## src/rtl/obuf_arb_pkg.sv

```systemverilog
package obuf_arb_pkg;
   localparam int NSRC        = 2;
   localparam int SRC_KBD     = 0;
   localparam int SRC_AUX     = 1;
   localparam int MODE_W      = 8;
   // mode byte bit positions read by the arbiter
   localparam int MB_KBD_IRQ  = 0;
   localparam int MB_AUX_IRQ  = 1;
   localparam int MB_KBD_OFF  = 4;

   typedef struct packed {
      logic full;
      logic aux_only;
      logic irq_kbd;
      logic irq_aux;
   } route_flags_t;
endpackage

```

## src/rtl/obuf_byte_fifo.sv

```systemverilog
module obuf_byte_fifo #(
   parameter int W     = 8,
   parameter int DEPTH = 16
) (
   input  logic         clk,
   input  logic         rst_n,
   input  logic         push,
   input  logic [W-1:0] push_data,
   input  logic         pop,
   output logic [W-1:0] head,
   output logic         not_empty,
   output logic         ovf
);
   localparam int AW = $clog2(DEPTH);
   localparam int CW = $clog2(DEPTH + 1);

   if (DEPTH < 2 || (DEPTH & (DEPTH - 1)) != 0) begin : g_bad_depth
      $error("obuf_byte_fifo: DEPTH must be a power of two >= 2");
   end
   if (W < 1) begin : g_bad_width
      $error("obuf_byte_fifo: W must be positive");
   end

   logic [W-1:0]  mem [DEPTH];
   logic [AW-1:0] wr_ptr, rd_ptr;
   logic [CW-1:0] count;
   logic          full, do_push, do_pop;

   assign full      = (count == CW'(DEPTH));
   assign not_empty = (count != '0);
   assign do_push   = push && !full;
   assign do_pop    = pop && not_empty;
   assign head      = mem[rd_ptr];

   always_ff @(posedge clk) begin
      if (do_push) mem[wr_ptr] <= push_data;
   end

   always_ff @(posedge clk) begin
      if (!rst_n) begin
         wr_ptr <= '0;
         rd_ptr <= '0;
         count  <= '0;
         ovf    <= 1'b0;
      end else begin
         ovf <= push && full;
         if (do_push) wr_ptr <= wr_ptr + 1'b1;
         if (do_pop)  rd_ptr <= rd_ptr + 1'b1;
         case ({do_push, do_pop})
            2'b10:   count <= count + 1'b1;
            2'b01:   count <= count - 1'b1;
            default: count <= count;
         endcase
      end
   end

   // occupancy stays within the store
   assert_no_overflow_R7: assert property (@(posedge clk) disable iff (!rst_n)
      count <= CW'(DEPTH));
   assert_drop_flag_R7: assert property (@(posedge clk) disable iff (!rst_n)
      (push && full) |=> (ovf && count == $past(count) - CW'($past(do_pop))));
   assert_pop_count_R6: assert property (@(posedge clk) disable iff (!rst_n)
      (pop && not_empty && !push) |=> (count == $past(count) - 1'b1));
endmodule

```

## src/rtl/obuf_route.sv

```systemverilog
module obuf_route
   import obuf_arb_pkg::*;
(
   input  logic [NSRC-1:0]   src_ne,
   input  logic [MODE_W-1:0] mode_bits,
   output route_flags_t      flags,
   output logic              sel_aux
);
   always_comb begin
      sel_aux        = src_ne[SRC_AUX] && !src_ne[SRC_KBD];
      flags.full     = |src_ne;
      flags.aux_only = sel_aux;
      flags.irq_aux  = sel_aux && mode_bits[MB_AUX_IRQ];
      flags.irq_kbd  = src_ne[SRC_KBD] && mode_bits[MB_KBD_IRQ]
                       && !mode_bits[MB_KBD_OFF];
   end
endmodule

```

## src/rtl/obuf_arbiter.sv

```systemverilog
module obuf_arbiter
   import obuf_arb_pkg::*;
#(
   parameter int W     = 8,
   parameter int DEPTH = 16
) (
   input  logic              clk,
   input  logic              rst_n,
   input  logic              kbd_push,
   input  logic [W-1:0]      kbd_push_data,
   input  logic              aux_push,
   input  logic [W-1:0]      aux_push_data,
   input  logic              host_rd,
   input  logic [MODE_W-1:0] mode_bits,
   output logic [W-1:0]      rd_data,
   output logic              stat_full,
   output logic              stat_aux,
   output logic              oport_full,
   output logic              oport_aux,
   output logic              irq_kbd,
   output logic              irq_aux,
   output logic              kbd_ovf,
   output logic              aux_ovf
);
   logic [NSRC-1:0] s_push, s_pop, s_ne, s_ovf;
   logic [W-1:0]    s_wdata [NSRC];
   logic [W-1:0]    s_head  [NSRC];
   route_flags_t    flags;
   logic            sel_aux;

   assign s_push[SRC_KBD]  = kbd_push;
   assign s_push[SRC_AUX]  = aux_push;
   assign s_wdata[SRC_KBD] = kbd_push_data;
   assign s_wdata[SRC_AUX] = aux_push_data;
   assign s_pop[SRC_KBD]   = host_rd && s_ne[SRC_KBD];
   assign s_pop[SRC_AUX]   = host_rd && sel_aux;

   for (genvar g = 0; g < NSRC; g++) begin : g_src
      obuf_byte_fifo #(.W(W), .DEPTH(DEPTH)) i_fifo (
         .clk       (clk),
         .rst_n     (rst_n),
         .push      (s_push[g]),
         .push_data (s_wdata[g]),
         .pop       (s_pop[g]),
         .head      (s_head[g]),
         .not_empty (s_ne[g]),
         .ovf       (s_ovf[g])
      );
   end

   obuf_route i_route (
      .src_ne    (s_ne),
      .mode_bits (mode_bits),
      .flags     (flags),
      .sel_aux   (sel_aux)
   );

   always_ff @(posedge clk) begin
      if (!rst_n) rd_data <= '0;
      else if (host_rd && flags.full)
         rd_data <= sel_aux ? s_head[SRC_AUX] : s_head[SRC_KBD];
   end

   assign stat_full  = flags.full;
   assign stat_aux   = flags.aux_only;
   assign oport_full = flags.full;
   assign oport_aux  = flags.aux_only;
   assign irq_kbd    = flags.irq_kbd;
   assign irq_aux    = flags.irq_aux;
   assign kbd_ovf    = s_ovf[SRC_KBD];
   assign aux_ovf    = s_ovf[SRC_AUX];

   assert_aux_in_full_R2: assert property (@(posedge clk) disable iff (!rst_n)
      stat_aux |-> (stat_full && s_ne[SRC_AUX]));
   assert_irq_exclusive_R4: assert property (@(posedge clk) disable iff (!rst_n)
      irq_aux |-> !irq_kbd);
   assert_kbd_first_R3: assert property (@(posedge clk) disable iff (!rst_n)
      (host_rd && s_ne[SRC_KBD]) |=> (rd_data == $past(s_head[SRC_KBD])));
   assert_empty_read_R8: assert property (@(posedge clk) disable iff (!rst_n)
      (host_rd && !stat_full && !kbd_push && !aux_push) |=> ($stable(rd_data) && !stat_full));
   assert_kbd_gate_R5: assert property (@(posedge clk) disable iff (!rst_n)
      irq_kbd |-> (s_ne[SRC_KBD] && !mode_bits[MB_KBD_OFF]));
endmodule

```

## config.mk

```make
export PLATFORM = sky130hd
export DESIGN_NAME = obuf_arbiter
export DESIGN_NICKNAME = d
export VERILOG_FILES = /design/src/rtl/obuf_arb_pkg.sv /design/src/rtl/obuf_byte_fifo.sv /design/src/rtl/obuf_route.sv /design/src/rtl/obuf_arbiter.sv
export SDC_FILE = /design/constraint.sdc
export NUM_CORES = 1
export LEC_CHECK = 0
export BUFFER_PORTS_ARGS = -buffer_cell sky130_fd_sc_hd__buf_2
export CORE_MARGIN = 3
export CORE_UTILIZATION = 57
export DETAILED_ROUTE_END_ITERATION = 16
export HOLD_SLACK_MARGIN = 0.02
export PLACE_DENSITY = 0.74
export SLEW_MARGIN = 20
export SYNTH_ARGS = -nofsm -noshare
export SYNTH_HDL_FRONTEND = slang
export SYNTH_HIERARCHICAL = 1
export SYNTH_SLANG_ARGS = --single-unit
```

## constraint.sdc

```tcl
create_clock -name clk -period 8.91 [get_ports clk]
set_clock_uncertainty 0.1 [all_clocks]
set_input_delay 0.4455 -clock clk [delete_from_list [all_inputs] [get_ports clk]]
set_output_delay 0.4455 -clock clk [all_outputs]
set_load 0.02 [all_outputs]
```

**Word-level counts from Yosys, hierarchy flattened**

Memory sizes are Yosys's and may differ from the RTL's. A register that Yosys moved wholly into a read port is not among the register bits.
Cells that the tools add are included.
W data, S select, Z words.

- Muxes and demuxes: 11
- Reductions and logical operators: 22
- Equal/unequal tests: 6
- Add/subtract/negate cells: 8

Operators by type and width:

| operator | number |
|---|---|
| $pmux W5 S2 | 2 |
| $add A4 B1 Y4 const B | 4 |
| $mux W4 | 4 |
| $logic_and A1 B1 Y1 | 13 |
| $add A5 B1 Y5 const B | 2 |
| $eq A5 B5 Y1 const B | 2 |
| $reduce_bool A5 Y1 | 2 |
| $sub A5 B1 Y5 const B | 2 |
| $mux W8 | 1 |
| $eq A2 B1 Y1 const B | 2 |
| $eq A2 B2 Y1 const B | 2 |
| $logic_not A1 Y1 | 4 |
| $mux W1 | 4 |
| $reduce_bool A2 Y1 | 2 |
| $reduce_or A2 Y1 | 1 |

- Output and inout bits: 16
- Flip-flop bits (word level): 36
- Memories kept: 2
- RAM bits: 256

Memory list:

| name | words | width | read ports | clocked after Yosys merged registers in | write ports | line | source |
|---|---|---|---|---|---|---|---|
| g_src[0].i_fifo.mem | 16 | 8 | 1 | 1 | 1 | obuf_byte_fifo.sv:24 | `logic [W-1:0] mem [DEPTH];` |
| g_src[1].i_fifo.mem | 16 | 8 | 1 | 1 | 1 | obuf_byte_fifo.sv:24 |  |

**Longest topological paths before layout**

- Word-level depth: 7
- Depth in mapped cells: 14

**Modules after synthesis**

Netlist, hierarchy kept.

By module, submodules not included:

| module | area each (um2) | times used | cells each |
|---|---|---|---|
| obuf_byte_fifo | 5814.3 | 2 | 299 |
| obuf_arbiter | 455.4 | 1 | 42 |
| obuf_route | 37.5 | 1 | 5 |

**Least setup slack after synthesis**

No wires, ideal clock.

- Path type: reg-to-reg
- Start point: register g_src[0].i_fifo.count[1]
- End point: register g_src[1].i_fifo.count[2]
- Data required time: 8.695 ns
- Buffers on the path: 2
- Slack: 5.541 ns
- Period minus slack after synthesis: 3.369 ns
- Library setup time: 0.115 ns
- Cell stages (with the launch flop): 15
- Arrival time: 3.154 ns
- Cells stage by stage: dfxtp_1 > buf_6 > nor4_4 > nand2_1 > nor2b_1 > buf_4 > and2_1 > a21boi_1 > ha_1 > xor2_1 > ha_1 > o21ai_0 > or3b_2 > xnor2_1 > and2_1

- Word-level cells in the longest chain between the ends: 7

Ends and longest elaborated chain:

| item | line | source |
|---|---|---|
| start: declaration | obuf_byte_fifo.sv:26 | `logic [CW-1:0] count;` |
| start signal: assignment | obuf_byte_fifo.sv:50 | `2'b10: count <= count + 1'b1;` |
| start signal: assignment | obuf_byte_fifo.sv:51 | `2'b01: count <= count - 1'b1;` |
| start signal: assignment | obuf_byte_fifo.sv:52 | `default: count <= count;` |
| $reduce_bool A5 Y1 * | obuf_byte_fifo.sv:30 | `assign not_empty = (count != '0);` |
| via s_ne[0] | obuf_arbiter.sv:25 | `logic [NSRC-1:0] s_push, s_pop, s_ne, s_ovf;` |
| $logic_not A1 Y1 * | obuf_route.sv:10 | `sel_aux = src_ne[SRC_AUX] && !src_ne[SRC_KBD];` |
| $logic_and A1 B1 Y1 * | obuf_route.sv:10 |  |
| via sel_aux | obuf_arbiter.sv:29 | `logic sel_aux;` |
| $logic_and A1 B1 Y1 * | obuf_arbiter.sv:36 | `assign s_pop[SRC_AUX] = host_rd && sel_aux;` |
| via s_pop[1] | obuf_arbiter.sv:25 |  |
| $logic_and A1 B1 Y1 * | obuf_byte_fifo.sv:32 | `assign do_pop = pop && not_empty;` |
| via g_src[1].i_fifo.do_pop | obuf_byte_fifo.sv:27 | `logic full, do_push, do_pop;` |
| $eq A2 B1 Y1 / $eq A2 B2 Y1 (equally long branches) | obuf_byte_fifo.sv:49 | `case ({do_push, do_pop})` |
| $pmux W5 S2 / $reduce_bool A2 Y1 (equally long branches) | n/a |  |
| end signal: assignment | obuf_byte_fifo.sv:50 |  |
| end signal: assignment | obuf_byte_fifo.sv:51 |  |
| end signal: assignment | obuf_byte_fifo.sv:52 |  |
| end: declaration | obuf_byte_fifo.sv:26 |  |

Mark *: on every way through the listed nets, which the timed path passes. The rest lies on a longest branch.
A chain may end at the register's enable or synchronous reset.

**Worst setup path after layout**

- Start point: register g_src[0].i_fifo.count[1]
- End point: register g_src[1].i_fifo.count[2]

- Word-level cells in the longest chain between the ends: 7

Ends and longest elaborated chain:

| item | line |
|---|---|
| $reduce_bool A5 Y1 * | obuf_byte_fifo.sv:30 |
| via s_ne[0] | obuf_arbiter.sv:25 |
| $logic_not A1 Y1 * | obuf_route.sv:10 |
| $logic_and A1 B1 Y1 * | obuf_route.sv:10 |
| $logic_and A1 B1 Y1 * | obuf_arbiter.sv:36 |
| via s_pop[1] | obuf_arbiter.sv:25 |
| $logic_and A1 B1 Y1 * | obuf_byte_fifo.sv:32 |
| via g_src[1].i_fifo.do_pop | obuf_byte_fifo.sv:27 |
| $eq A2 B1 Y1 / $eq A2 B2 Y1 (equally long branches) | obuf_byte_fifo.sv:49 |
| $pmux W5 S2 / $reduce_bool A2 Y1 (equally long branches) | n/a |

Marked as above.

==> reports/qor.txt <==
Floorplan row count = 52
Max-slew violation count = 0
Post-detailed-routing wire length = 22.8 mm
Stage delay of the slowest cell on the critical path = 0.84 ns
Portion of the post-synthesis area used by sequential elements = 70.7%
Post-Synth XOR/XNOR Area = 1.30%
Crit-path cells = nor4_4 -> nand2_1 -> nor2b_1 -> and2_1 -> a21boi_1 -> ha_1 -> xor2_1 -> ha_1 -> o21ai_0 -> or3b_2 -> xnor2_1 -> and2_1
HPWL after detailed placement = 14.4 mm
Slowest-stage cell, CP = nor2b_1
Final worst-path cycle share = 49.6%
Cell with the most instances after synthesis = edfxtp_1
Length of the first detailed-routing pass in iterations = 5
Overall Power = 3.56 mW
Leading cell types by count after synthesis = edfxtp_1, mux4_2, dfxtp_1
Proportion of power drawn by flip-flops and latches = 45.9%
Via count of the first global-routing pass = 6009
Proportion of power drawn by the clock network = 35.3%
Final weighted congestion of routability-driven global placement = 0.800
Post-Synthesis Cells = 645
Initial standard-cell utilization of the core = 59.0%
Post-synthesis mux area share = 16.4%
Post-synth cell types = 39
Pin slew with the least headroom to its limit = 1.05 ns
Total track usage = 19.7%
Clock-pin slew on the worst setup and hold paths = 0.06 ns
Die ar. = 23100 um2
Final Instance Area = 13500 um2
Cell area after placement = 12500 um2
Met2 routed wirelength = 11.0 mm
Number of cells in the finished layout apart from fillers = 979
Critical path type = reg -> reg
Final setup fails = 0
Count of nets left with antenna violations after detail routing = 0
Cell at the root of the clock tree = clkbuf_16
Top flip-flop cell by instance count after synthesis = edfxtp_1
Endpoint kind of the worst setup timing path = register
Largest area contributor in the synthesized netlist = edfxtp_1
Post_cts resized = 0
Grt total ovfl = 0
Average routed wire per standard cell = 23.3 um
Number of nets produced by synthesis = 688
Number of enable-type register cells in the synthesized netlist = 256
Port Buffer Count = 39
Post-CTS setup repair buffer count = 0
Cell-internal power = 2.64 mW
First-pass GRT wire length = 36.0 mm
Switch Pwr = 0.918 mW
Post-synthesis register bit count = 300
Area of the core = 20600 um2
Initial antenna violation count = 0
Unrepaired setup endpoints after global routing = no
Count of yosys warnings during synthesis = 6
Max-capacitance violation count = 0
Max transition margin = 30.2%
Placed Instances = 926
Startpoint Class = register
CTS H-Tree Depth = 1
Total count of hold-check failures in the final report = 0
Synth Area per Inst = 18.8 um2
Maximum number of pins on one net before global-route repair = 42
Die span in y = 152 um
Clock insertion delay at the later pin of the skew report = 0.54 ns
Dominant combinational cell family by area after synthesis = multiplexers
Via-per-instance ratio = 6.18
Sequential cell area = 8570 um2
Area overhead of the layout relative to synthesis = 11.5%
WL met3 = 1.74 mm
Adder-Cell Fraction of Synth Area = 1.45%
Share of cells above drive strength 1 = 26.7%
Total vias in the final route = 6047
Combinational fraction of design power = 18.8%
Metal1 wirelength = 9.68 mm
Number of clock sinks = 300
Min Tclk post-route = 4.42 ns
Result of the run = complete, no violations
Number of primary I/O pins = 45
Ranking of synthesized cells by area = edfxtp_1, mux4_2, dfxtp_1
Clock tree from TritonCTS = done
Share of the synthesized area in compound gates (AO/OA/AOI/OAI) = 2.15%
Number of hold buffers added after CTS = 0
Power density relative to cell area = 264 nW/um2
Fraction of the mapped netlist area in simple logic gates = 6.02%
Post-detailed-route DRC marker count = 0
Cts bufs inserted = 29
Die Span X = 152 um
Starting DRT DRC Count = 519
Antenna diode instance count = 0
Fraction of registers with async set or reset after synthesis = 0%
Worst hold path type = in -> reg
Net total in the final layout = 730
Switching Fraction = 25.8%
Data arrival, critical path = 4.75 ns
Highest metal used = met4
Peak fanout along the critical path = 11
Pleak = 4.37 nW
Area taken by multi-input logic gates = 3300 um2
Mapped Area = 12100 um2
Maximum number of buffers from clock root to sink = 3
Filler cell count in the final layout = 1345
IR drop worst, VDD = 199 uV
Portion of synthesized cell area occupied by the leading cell type = 63.4%
Worst endpoint required time = 9.25 ns
Achievable clock frequency = 226 MHz
Setup total negative slack = 0 ns
-- power groups by stage --
stage	Clock, mW	Sequential (mW)	Combinational (mW)
after detailed placement	0	1.66	0.669
after floorplan	0	1.66	0.542
final	1.26	1.63	0.672
after CTS	1.28	1.63	0.677
after global routing	1.33	1.64	0.728
after global placement	0	1.66	0.648
-- state kept, by name, summed over array words and instances, names as in the netlist, named ones only --
name	flops
g_src.i_fifo/mem	256
g_src.i_fifo/count	10
g_src.i_fifo/rd_ptr	8
g_src.i_fifo/wr_ptr	8
rd_data	8
g_src.i_fifo/ovf	2
-- routing by layer --
metal | up-vias | global-route usage (%)
met5 | - | 0
met4 | 0 | 3.90
met1 | 3130 | 30.2
li1 | 2639 | -
met2 | 244 | 30.8
met3 | 34 | 3.47
-- layout by cell type, fill, tap and decap left out, types with 13 or more instances in the layout --
cell	synthesis	final
edfxtp_1	256	256
mux4_2	80	80
dfxtp_1	44	41
buf_2	13	39
clkbuf_16	0	29
nor2_1	28	28
nand2_1	24	24
and2_1	20	20
mux2i_1	18	18
ha_1	14	14
nor2b_1	13	13
-- path summary, 6_finish.rpt --
check | depth (start not counted) | slack [ns] | endpoint | startpoint
max | 12 | 4.49 | g_src[1].i_fifo/count[2] | g_src[0].i_fifo/count[1]
min | 2 | 0.12 | g_src[1].i_fifo/ovf | aux_push
max reg2reg | 12 | 4.49 | g_src[1].i_fifo/count[2] | g_src[0].i_fifo/count[1]
min reg2reg | 2 | 0.42 | g_src[1].i_fifo/count[4] | g_src[1].i_fifo/count[4]
-- metrics by stage --
stage / hold slack [ns] / worst slack, ns / utilization, %
finish: 0.122 / 4.49 / 65.7
floorplan: 0.357 / 5.54 / -
detailed placement: 0.385 / 4.53 / 61.0
global placement: 0.370 / 4.76 / 61.0
CTS: 0.0973 / 4.51 / 65.7
global route: 0.109 / 4.16 / 65.7
-- worst max-delay path: cells and delay by family, from the launching register on --
family	cells	cell delay, ns
AO/OA/AOI/OAI	2	0.63
AND/OR/NAND/NOR	6	2.36
adder cells (fa/ha/maj)	2	0.57
XOR/XNOR	2	0.23
flip-flops	1	0.41
-- cell type report --
cell class / count / area share (%)
Clock buffer: 39 / 5.79
Clock inverter: 14 / 1.48
Sequential cell: 300 / 63.4
Tap cell: 270 / 2.50
Timing Repair Buffer: 50 / 2.05
Inverter: 11 / 0.305
Multi-Input combinational cell: 295 / 24.4
-- cell families after synthesis --
logic type	Yosys count
multiplexers	98
flip-flops	300
adder cells (fa/ha/maj)	14
AO/OA/AOI/OAI	34
XOR/XNOR	18
buffers and inverters	50
AND/OR/NAND/NOR	131
(Power assumes the default switching activity.)
